$ cat config.mk
export PLATFORM = sky130hd
export DESIGN_NAME = ir_rle_encoder
export DESIGN_NICKNAME = d
export VERILOG_FILES = /design/src/rtl/ir_rle_pkg.sv /design/src/rtl/ir_rle_ctrl.sv /design/src/rtl/ir_rle_datapath.sv /design/src/rtl/ir_rle_outq.sv /design/src/rtl/ir_rle_encoder.sv
export SDC_FILE = /design/constraint.sdc
export NUM_CORES = 1
export LEC_CHECK = 0
export CORE_MARGIN = 4
export CORE_UTILIZATION = 40
export DETAILED_ROUTE_END_ITERATION = 10
export GPL_TIMING_DRIVEN = 0
export PLACE_DENSITY = 0.63
export SYNTH_ARGS = -nofsm -noshare
export SYNTH_HDL_FRONTEND = slang
export SYNTH_SLANG_ARGS = --single-unit
$ cat constraint.sdc
create_clock -name clk -period 7 [get_ports clk]
set_clock_uncertainty 0.15 [all_clocks]
set_input_delay 1.4 -clock clk [delete_from_list [all_inputs] [get_ports clk]]
set_output_delay 1.4 -clock clk [all_outputs]
set_load 0.005 [all_outputs]
$ cat src/rtl/ir_rle_pkg.sv
package ir_rle_pkg;

  // Strobes issued by the control FSM to the datapath, one cycle each.
  typedef struct packed {
    logic loadByte;  // capture inByte (handshake completes this cycle)
    logic shiftBit;  // consume one bit of the held byte
    logic burstEnd;  // burst is finished, evaluate silence timeout
  } ctrlStrobes_t;

  typedef enum logic [1:0] {
    ST_IDLE  = 2'd0,
    ST_FETCH = 2'd1,
    ST_SHIFT = 2'd2,
    ST_DONE  = 2'd3
  } ctrlState_t;

endpackage

$ cat src/rtl/ir_rle_ctrl.sv
module ir_rle_ctrl
  import ir_rle_pkg::*;
#(
  parameter int CNT_W     = 8,
  parameter int MAX_BURST = 32
) (
  input  logic             clk,
  input  logic             rstN,
  input  logic             burstGo,
  input  logic [CNT_W-1:0] burstLen,
  input  logic             inValid,
  output logic             inReady,
  output ctrlStrobes_t     strb
);

  localparam int BURST_W = $clog2(MAX_BURST + 1);

  ctrlState_t         state, stateNext;
  logic [BURST_W-1:0] bytesLeft;
  logic [BURST_W-1:0] capLen;
  logic [2:0]         bitIdx;
  logic               lastBit;

  always_comb begin
    if (burstLen > CNT_W'(MAX_BURST)) capLen = BURST_W'(MAX_BURST);
    else                              capLen = BURST_W'(burstLen);
  end

  assign inReady = (state == ST_FETCH);
  assign lastBit = (bitIdx == 3'd7);

  always_comb begin
    strb.loadByte = (state == ST_FETCH) && inValid;
    strb.shiftBit = (state == ST_SHIFT);
    strb.burstEnd = (state == ST_DONE);
  end

  always_comb begin
    stateNext = state;
    unique case (state)
      ST_IDLE:  if (burstGo) stateNext = (capLen == '0) ? ST_DONE : ST_FETCH;
      ST_FETCH: if (inValid) stateNext = ST_SHIFT;
      ST_SHIFT: if (lastBit) stateNext = (bytesLeft == BURST_W'(1)) ? ST_DONE : ST_FETCH;
      ST_DONE:  stateNext = ST_IDLE;
      default:  stateNext = ST_IDLE;
    endcase
  end

  always_ff @(posedge clk) begin
    if (!rstN) begin
      state     <= ST_IDLE;
      bytesLeft <= '0;
      bitIdx    <= '0;
    end else begin
      state <= stateNext;
      if (state == ST_IDLE && burstGo) bytesLeft <= capLen;
      if (strb.loadByte) bitIdx <= '0;
      if (strb.shiftBit) begin
        bitIdx <= bitIdx + 3'd1;
        if (lastBit) bytesLeft <= bytesLeft - BURST_W'(1);
      end
    end
  end

  // ---- assertions ----
  logic [BURST_W:0] takenCnt;
  always_ff @(posedge clk) begin
    if (!rstN) takenCnt <= '0;
    else if (state == ST_IDLE && burstGo) takenCnt <= '0;
    else if (strb.loadByte) takenCnt <= takenCnt + 1'b1;
  end

  a_r8_burst_cap: assert property (@(posedge clk) disable iff (!rstN)
    takenCnt <= (BURST_W+1)'(MAX_BURST));

  a_r3_shift_follows_load: assert property (@(posedge clk) disable iff (!rstN)
    strb.loadByte |=> strb.shiftBit);

  a_r8_ready_not_while_shifting: assert property (@(posedge clk) disable iff (!rstN)
    strb.shiftBit |-> !inReady);

endmodule

$ cat src/rtl/ir_rle_datapath.sv
module ir_rle_datapath
  import ir_rle_pkg::*;
#(
  parameter int DUR_W      = 24,
  parameter int WORD_W     = 32,
  parameter int BIT_US     = 52,
  parameter int TIMEOUT_US = 100000
) (
  input  logic              clk,
  input  logic              rstN,
  input  ctrlStrobes_t      strb,
  input  logic [7:0]        inByte,
  output logic              pushValid,
  output logic [WORD_W-1:0] pushWord,
  output logic              rearmReq
);

  localparam int ACC_W = 32;
  localparam logic [DUR_W-1:0] DUR_MAX = '1;
  localparam logic [ACC_W-1:0] DUR_MAX_ACC = ACC_W'(DUR_MAX);
  localparam logic [ACC_W-1:0] LIMIT = ACC_W'(TIMEOUT_US);

  logic [7:0]       shReg;
  logic             lastLevel;
  logic [ACC_W-1:0] accPulse, accSpace;
  logic             curBit;
  logic [ACC_W-1:0] pulseInc, spaceInc;
  logic [ACC_W-1:0] doneDur;
  logic [DUR_W-1:0] satDur;

  assign curBit = shReg[0];

  // Saturating add of one bit period.
  function automatic logic [ACC_W-1:0] addBit(input logic [ACC_W-1:0] a);
    logic [ACC_W:0] s;
    s = {1'b0, a} + (ACC_W+1)'(BIT_US);
    return s[ACC_W] ? '1 : s[ACC_W-1:0];
  endfunction

  assign pulseInc = addBit(accPulse);
  assign spaceInc = addBit(accSpace);

  always_comb begin
    doneDur   = lastLevel ? accPulse : accSpace;
    satDur    = (doneDur > DUR_MAX_ACC) ? DUR_MAX : doneDur[DUR_W-1:0];
    pushValid = strb.shiftBit && (curBit != lastLevel);
    pushWord        = '0;
    pushWord[DUR_W-1:0] = satDur;
    pushWord[DUR_W] = lastLevel;
  end

  always_ff @(posedge clk) begin
    if (!rstN) begin
      shReg     <= '0;
      lastLevel <= 1'b0;
      accPulse  <= '0;
      accSpace  <= '0;
      rearmReq  <= 1'b0;
    end else begin
      rearmReq <= strb.burstEnd && (accSpace > LIMIT);
      if (strb.loadByte) shReg <= ~inByte;
      if (strb.shiftBit) begin
        shReg     <= {1'b0, shReg[7:1]};
        lastLevel <= curBit;
        if (curBit) begin
          accPulse <= pulseInc;
          if (!lastLevel) accSpace <= '0;
        end else begin
          accSpace <= spaceInc;
          if (lastLevel) accPulse <= '0;
        end
      end
    end
  end

  // ---- assertions ----
  a_r9_rearm_single: assert property (@(posedge clk) disable iff (!rstN)
    rearmReq |=> !rearmReq);

  a_r5_space_cleared: assert property (@(posedge clk) disable iff (!rstN)
    (strb.shiftBit && curBit && !lastLevel) |=> (accSpace == '0));

  a_r5_pulse_cleared: assert property (@(posedge clk) disable iff (!rstN)
    (strb.shiftBit && !curBit && lastLevel) |=> (accPulse == '0));

  a_r4_pulse_grows: assert property (@(posedge clk) disable iff (!rstN)
    (strb.shiftBit && curBit && lastLevel) |=> (accPulse >= $past(accPulse)));

endmodule

$ cat src/rtl/ir_rle_outq.sv
module ir_rle_outq #(
  parameter int WORD_W = 32,
  parameter int DEPTH  = 16
) (
  input  logic              clk,
  input  logic              rstN,
  input  logic              pushValid,
  input  logic [WORD_W-1:0] pushWord,
  output logic [WORD_W-1:0] outWord,
  output logic              outValid,
  input  logic              outReady
);

  localparam int PTR_W = (DEPTH > 1) ? $clog2(DEPTH) : 1;
  localparam int CNT_W = $clog2(DEPTH + 1);

  logic [WORD_W-1:0] mem [DEPTH];
  logic [PTR_W-1:0]  wrPtr, rdPtr;
  logic [CNT_W-1:0]  count;
  logic              doPush, doPop, full;

  assign full     = (count == CNT_W'(DEPTH));
  assign outValid = (count != '0);
  assign outWord  = mem[rdPtr];
  assign doPop    = outValid && outReady;
  assign doPush   = pushValid && !full;

  function automatic logic [PTR_W-1:0] bump(input logic [PTR_W-1:0] p);
    return (p == PTR_W'(DEPTH - 1)) ? '0 : p + PTR_W'(1);
  endfunction

  always_ff @(posedge clk) begin
    if (doPush) mem[wrPtr] <= pushWord;
  end

  always_ff @(posedge clk) begin
    if (!rstN) begin
      wrPtr <= '0;
      rdPtr <= '0;
      count <= '0;
    end else begin
      if (doPush) wrPtr <= bump(wrPtr);
      if (doPop)  rdPtr <= bump(rdPtr);
      unique case ({doPush, doPop})
        2'b10:   count <= count + CNT_W'(1);
        2'b01:   count <= count - CNT_W'(1);
        default: count <= count;
      endcase
    end
  end

  // ---- assertions ----
  a_r10_no_overflow: assert property (@(posedge clk) disable iff (!rstN)
    (full && !doPop) |=> full);

  a_r11_hold_stable: assert property (@(posedge clk) disable iff (!rstN)
    (outValid && !outReady) |=> (outValid && $stable(outWord)));

  a_r10_count_bound: assert property (@(posedge clk) disable iff (!rstN)
    count <= CNT_W'(DEPTH));

endmodule

$ cat src/rtl/ir_rle_encoder.sv
module ir_rle_encoder
  import ir_rle_pkg::*;
#(
  parameter int CNT_W      = 8,
  parameter int MAX_BURST  = 32,
  parameter int DUR_W      = 24,
  parameter int WORD_W     = 32,
  parameter int BIT_US     = 52,
  parameter int TIMEOUT_US = 100000,
  parameter int OQ_DEPTH   = 16
) (
  input  logic              clk,
  input  logic              rstN,
  input  logic              burstGo,
  input  logic [CNT_W-1:0]  burstLen,
  input  logic [7:0]        inByte,
  input  logic              inValid,
  output logic              inReady,
  output logic [WORD_W-1:0] outWord,
  output logic              outValid,
  input  logic              outReady,
  output logic              rearmReq
);

  ctrlStrobes_t      strb;
  logic              pushValid;
  logic [WORD_W-1:0] pushWord;

  ir_rle_ctrl #(.CNT_W(CNT_W), .MAX_BURST(MAX_BURST)) u_ctrl (
    .clk(clk), .rstN(rstN), .burstGo(burstGo), .burstLen(burstLen),
    .inValid(inValid), .inReady(inReady), .strb(strb)
  );

  ir_rle_datapath #(.DUR_W(DUR_W), .WORD_W(WORD_W), .BIT_US(BIT_US),
                    .TIMEOUT_US(TIMEOUT_US)) u_dp (
    .clk(clk), .rstN(rstN), .strb(strb), .inByte(inByte),
    .pushValid(pushValid), .pushWord(pushWord), .rearmReq(rearmReq)
  );

  ir_rle_outq #(.WORD_W(WORD_W), .DEPTH(OQ_DEPTH)) u_outq (
    .clk(clk), .rstN(rstN), .pushValid(pushValid), .pushWord(pushWord),
    .outWord(outWord), .outValid(outValid), .outReady(outReady)
  );

  a_r6_upper_bits_zero: assert property (@(posedge clk) disable iff (!rstN)
    outValid |-> (outWord >> (DUR_W + 1)) == '0);

endmodule

==> run metrics <==
status complete, no violations; share of flip-flops with an asynchronous set or reset 0%; number of buffers added for setup after CTS 0; post-synthesis sequential area ratio 67.6%; unrepaired setup endpoints after global routing false; standard cell core area approximately 0.049 mm²; number of storage elements in the synthesis netlist 484; cell taking the most area after synthesis sky130_fd_sc_hd__edfxtp_1; number of synthesized flops with an enable pin 384; fraction of the cycle the final worst path needs between 80% and 90%; final setup violation count 0; largest fanout on the critical path 10; leak pwr 7.33 nW; starting density of the core between 40% and 50%; instance count of the mapped netlist 1260; areal power density over the cells approximately 250 mW/mm²; crit path to outWord[1]; cell at the root of the clock tree sky130_fd_sc_hd__clkbuf_16; WL per Instance 22.6 µm; number of antenna repair diodes 0; met1 wire length about 20 mm; HPWL after DPL ~31 mm; leading cell type in the layout, fill and taps excluded sky130_fd_sc_hd__edfxtp_1; post-layout min period roughly 5600 ps; dominant register cell in the synthesized netlist sky130_fd_sc_hd__edfxtp_1; DIE AREA 0.0537 mm²; tightest slew margin relative to the limit approximately 16%; sort of element at the start of the critical path flop; number of placement rows 81; share of cells above drive strength 1 a little under a fifth; actual slew at the worst max-slew pin 1240 ps; maximum number of pins on one net before global-route repair 25; insertion delay of the later-clocked pin in the worst-skew pair 580 ps; die boundary width about 230 µm; Top-Level Pins 56; First DRT Iteration DRCs between 1000 and 1500; end of the worst register-to-register path u_outq.mem[3][19]; final weighted congestion in routability-driven placement slightly below 0.9; Synth top area share 57.6%; Synth-to-Final Area Change 17.2%; number of cells on the worst reg-to-reg path 8; worst setup slack after placement 1900 ps; CTS tree done; vias in the first global route 11900; endpoint required time on the critical path roughly 5500 ps; critical path capture point type output pin; final hold violation count 0; R2R Setup Slk between 2000 and 2500 ps; mean instance size in the synthesized netlist 15.9 µm²; number of vias after detailed routing roughly 12000; buffers from clock root to sink, at most 3; Post-route DRC 0; number of sinks driven by the clock tree approximately 480; max cap viols 0; met2 wire len roughly 23 mm; maximum frequency from static timing analysis between 0.15 and 0.2 GHz; Routed Wire Length ~47 mm; global-route total usage across every layer approximately 18%; worst supply voltage drop on vdd roughly 0.15 mV; met3 WL ~3.2 mm; number of antenna violations at the first check in global routing 1; critical register-to-register path startpoint u_dp.shReg[0]; fin cells between 2000 and 2500; critical path arrival a little over 4000 ps; total negative setup slack 0 ps; Final #Nets between 1000 and 1500; detailed-routing iteration count for the pre-antenna-repair pass 5; via-per-instance ratio 5.67; cell total after placement between 1500 and 2000; wire length of the first global-routing pass about 72 mm; post-synthesis instance area approximately 0.02 mm²; type of the most critical hold path reg2reg; chip height between 200 and 250 µm; number of buffers inserted during clock tree synthesis 50; kind of critical path reg2out; leading cell types in the layout, fill and taps excluded 384 x sky130_fd_sc_hd__edfxtp_1, 120 x sky130_fd_sc_hd__mux4_2, 100 x sky130_fd_sc_hd__dfxtp_1; number of gates resized after cts 0; Yosys warning count 0; clock-pin slew on the worst setup and hold paths 70 ps; leading post-synthesis cells by cell area sky130_fd_sc_hd__edfxtp_1 58%, sky130_fd_sc_hd__mux4_2 13%, sky130_fd_sc_hd__dfxtp_1 10%, sky130_fd_sc_hd__nor2_1 1.5%, sky130_fd_sc_hd__clkbuf_1 1.2%; CTS HTree Levels 2; I/O Buffers 47; number of hold buffers added after CTS 0; number of unique standard cell types used by synthesis 66; Top Layer Used met4; setup slack of the critical path after layout 1370 ps; overflow left after global routing 0; count of antenna-violating nets left after detailed routing 0; final count of pins violating max slew 0
## critical path, stage by stage, from the launching register on
cell and delay [ps]:
sky130_fd_sc_hd__dfxtp_1 370, sky130_fd_sc_hd__clkbuf_1 260, sky130_fd_sc_hd__clkbuf_1 650, sky130_fd_sc_hd__buf_2 510, sky130_fd_sc_hd__mux4_2 570, sky130_fd_sc_hd__mux4_2 540
sky130_fd_sc_hd__buf_4 160, sky130_fd_sc_hd__clkdlybuf4s50_1 430
## cells by family (layout without fill, tap and decap cells)
logic type,count (synthesis),count (layout),share of synthesized area (%)
simple gates,296,296,7.33
mux,131,131,14.0
buf+inv,107,265,2.21
other cells,1,7,0.0187
xor+xnor,6,6,0.262
fa+ha+maj,18,18,1.12
flops,484,484,67.6
compound gates,217,217,7.45
## power breakdown
group / switching (mW) / internal [mW]
registers: 0.00647 / 3.08
logic: 0.0781 / 0.0511
clock network: 1.12 / 1.55
## worst min path at each step
stage	slack, ps	endpoint	startpoint	cells past startpoint
final	300	u_dp.shReg[2]	u_dp.shReg[2]	2
after global routing	320	u_dp.shReg[2]	u_dp.shReg[2]	2
after CTS	300	u_dp.shReg[2]	u_dp.shReg[2]	2
after detailed placement	290	u_dp.shReg[2]	u_dp.shReg[2]	2
after global placement	290	u_dp.shReg[2]	u_dp.shReg[2]	2
after floorplan	280	u_dp.shReg[1]	u_dp.shReg[1]	2
## layout make-up
type / instances / area, µm²
Fill cell: 4260 / 25800
Sequential cell: 484 / 13500
Multi-Input combinational cell: 675 / 6190
Clock buffer: 61 / 1320
Tap cell: 664 / 831
Clock inverter: 30 / 344
Inverter: 22 / 82.6
Buffer: 85 / 360
Timing Repair Buffer: 67 / 808
## metal layers
layer | global-route usage [%] | up-vias
li1 | - | 5339
met1 | 24.4 | 6005
met2 | 28.6 | 414
met3 | 3.20 | 72
met4 | 5.16 | 0
met5 | 0 | -
## registers in the layout, indices dropped and copies added, names as in the netlist, named ones only
register	cells
u_dp.lastLevel	1
u_dp.rearmReq	1
u_outq.rdPtr	4
u_ctrl.state	2
u_dp.accPulse	31
u_dp.accSpace	31
u_ctrl.bitIdx	3
u_ctrl.bytesLeft	6
u_outq.mem	384
u_dp.shReg	8
u_outq.wrPtr	4
u_outq.count	5
## synthesized netlist by cell type, types with 19 or more instances
| cell | number |
|---|---|
| sky130_fd_sc_hd__dfxtp_1 | 100 |
| sky130_fd_sc_hd__o21ai_0 | 41 |
| sky130_fd_sc_hd__mux4_2 | 120 |
| sky130_fd_sc_hd__nand2_1 | 61 |
| sky130_fd_sc_hd__nor2_1 | 80 |
| sky130_fd_sc_hd__nor4_1 | 19 |
| sky130_fd_sc_hd__a31oi_1 | 27 |
| sky130_fd_sc_hd__nand3_1 | 24 |
| sky130_fd_sc_hd__inv_1 | 21 |
| sky130_fd_sc_hd__nor3_1 | 40 |
| sky130_fd_sc_hd__clkbuf_1 | 62 |
| sky130_fd_sc_hd__a21oi_1 | 40 |
| sky130_fd_sc_hd__edfxtp_1 | 384 |
| sky130_fd_sc_hd__o22a_1 | 24 |
## per-stage QoR
stage	hold slack, ps	power [mW]	utilization (%)	cell area (µm²)
after floorplan	282	3.23	-	20100
after global placement	289	3.27	43.4	21400
after detailed placement	294	3.28	44.3	21800
after CTS	303	5.93	47.7	23500
after global routing	321	6.08	47.7	23500
final	303	5.88	47.7	23500
No activity file was read; power rests on OpenSTA's default activity.
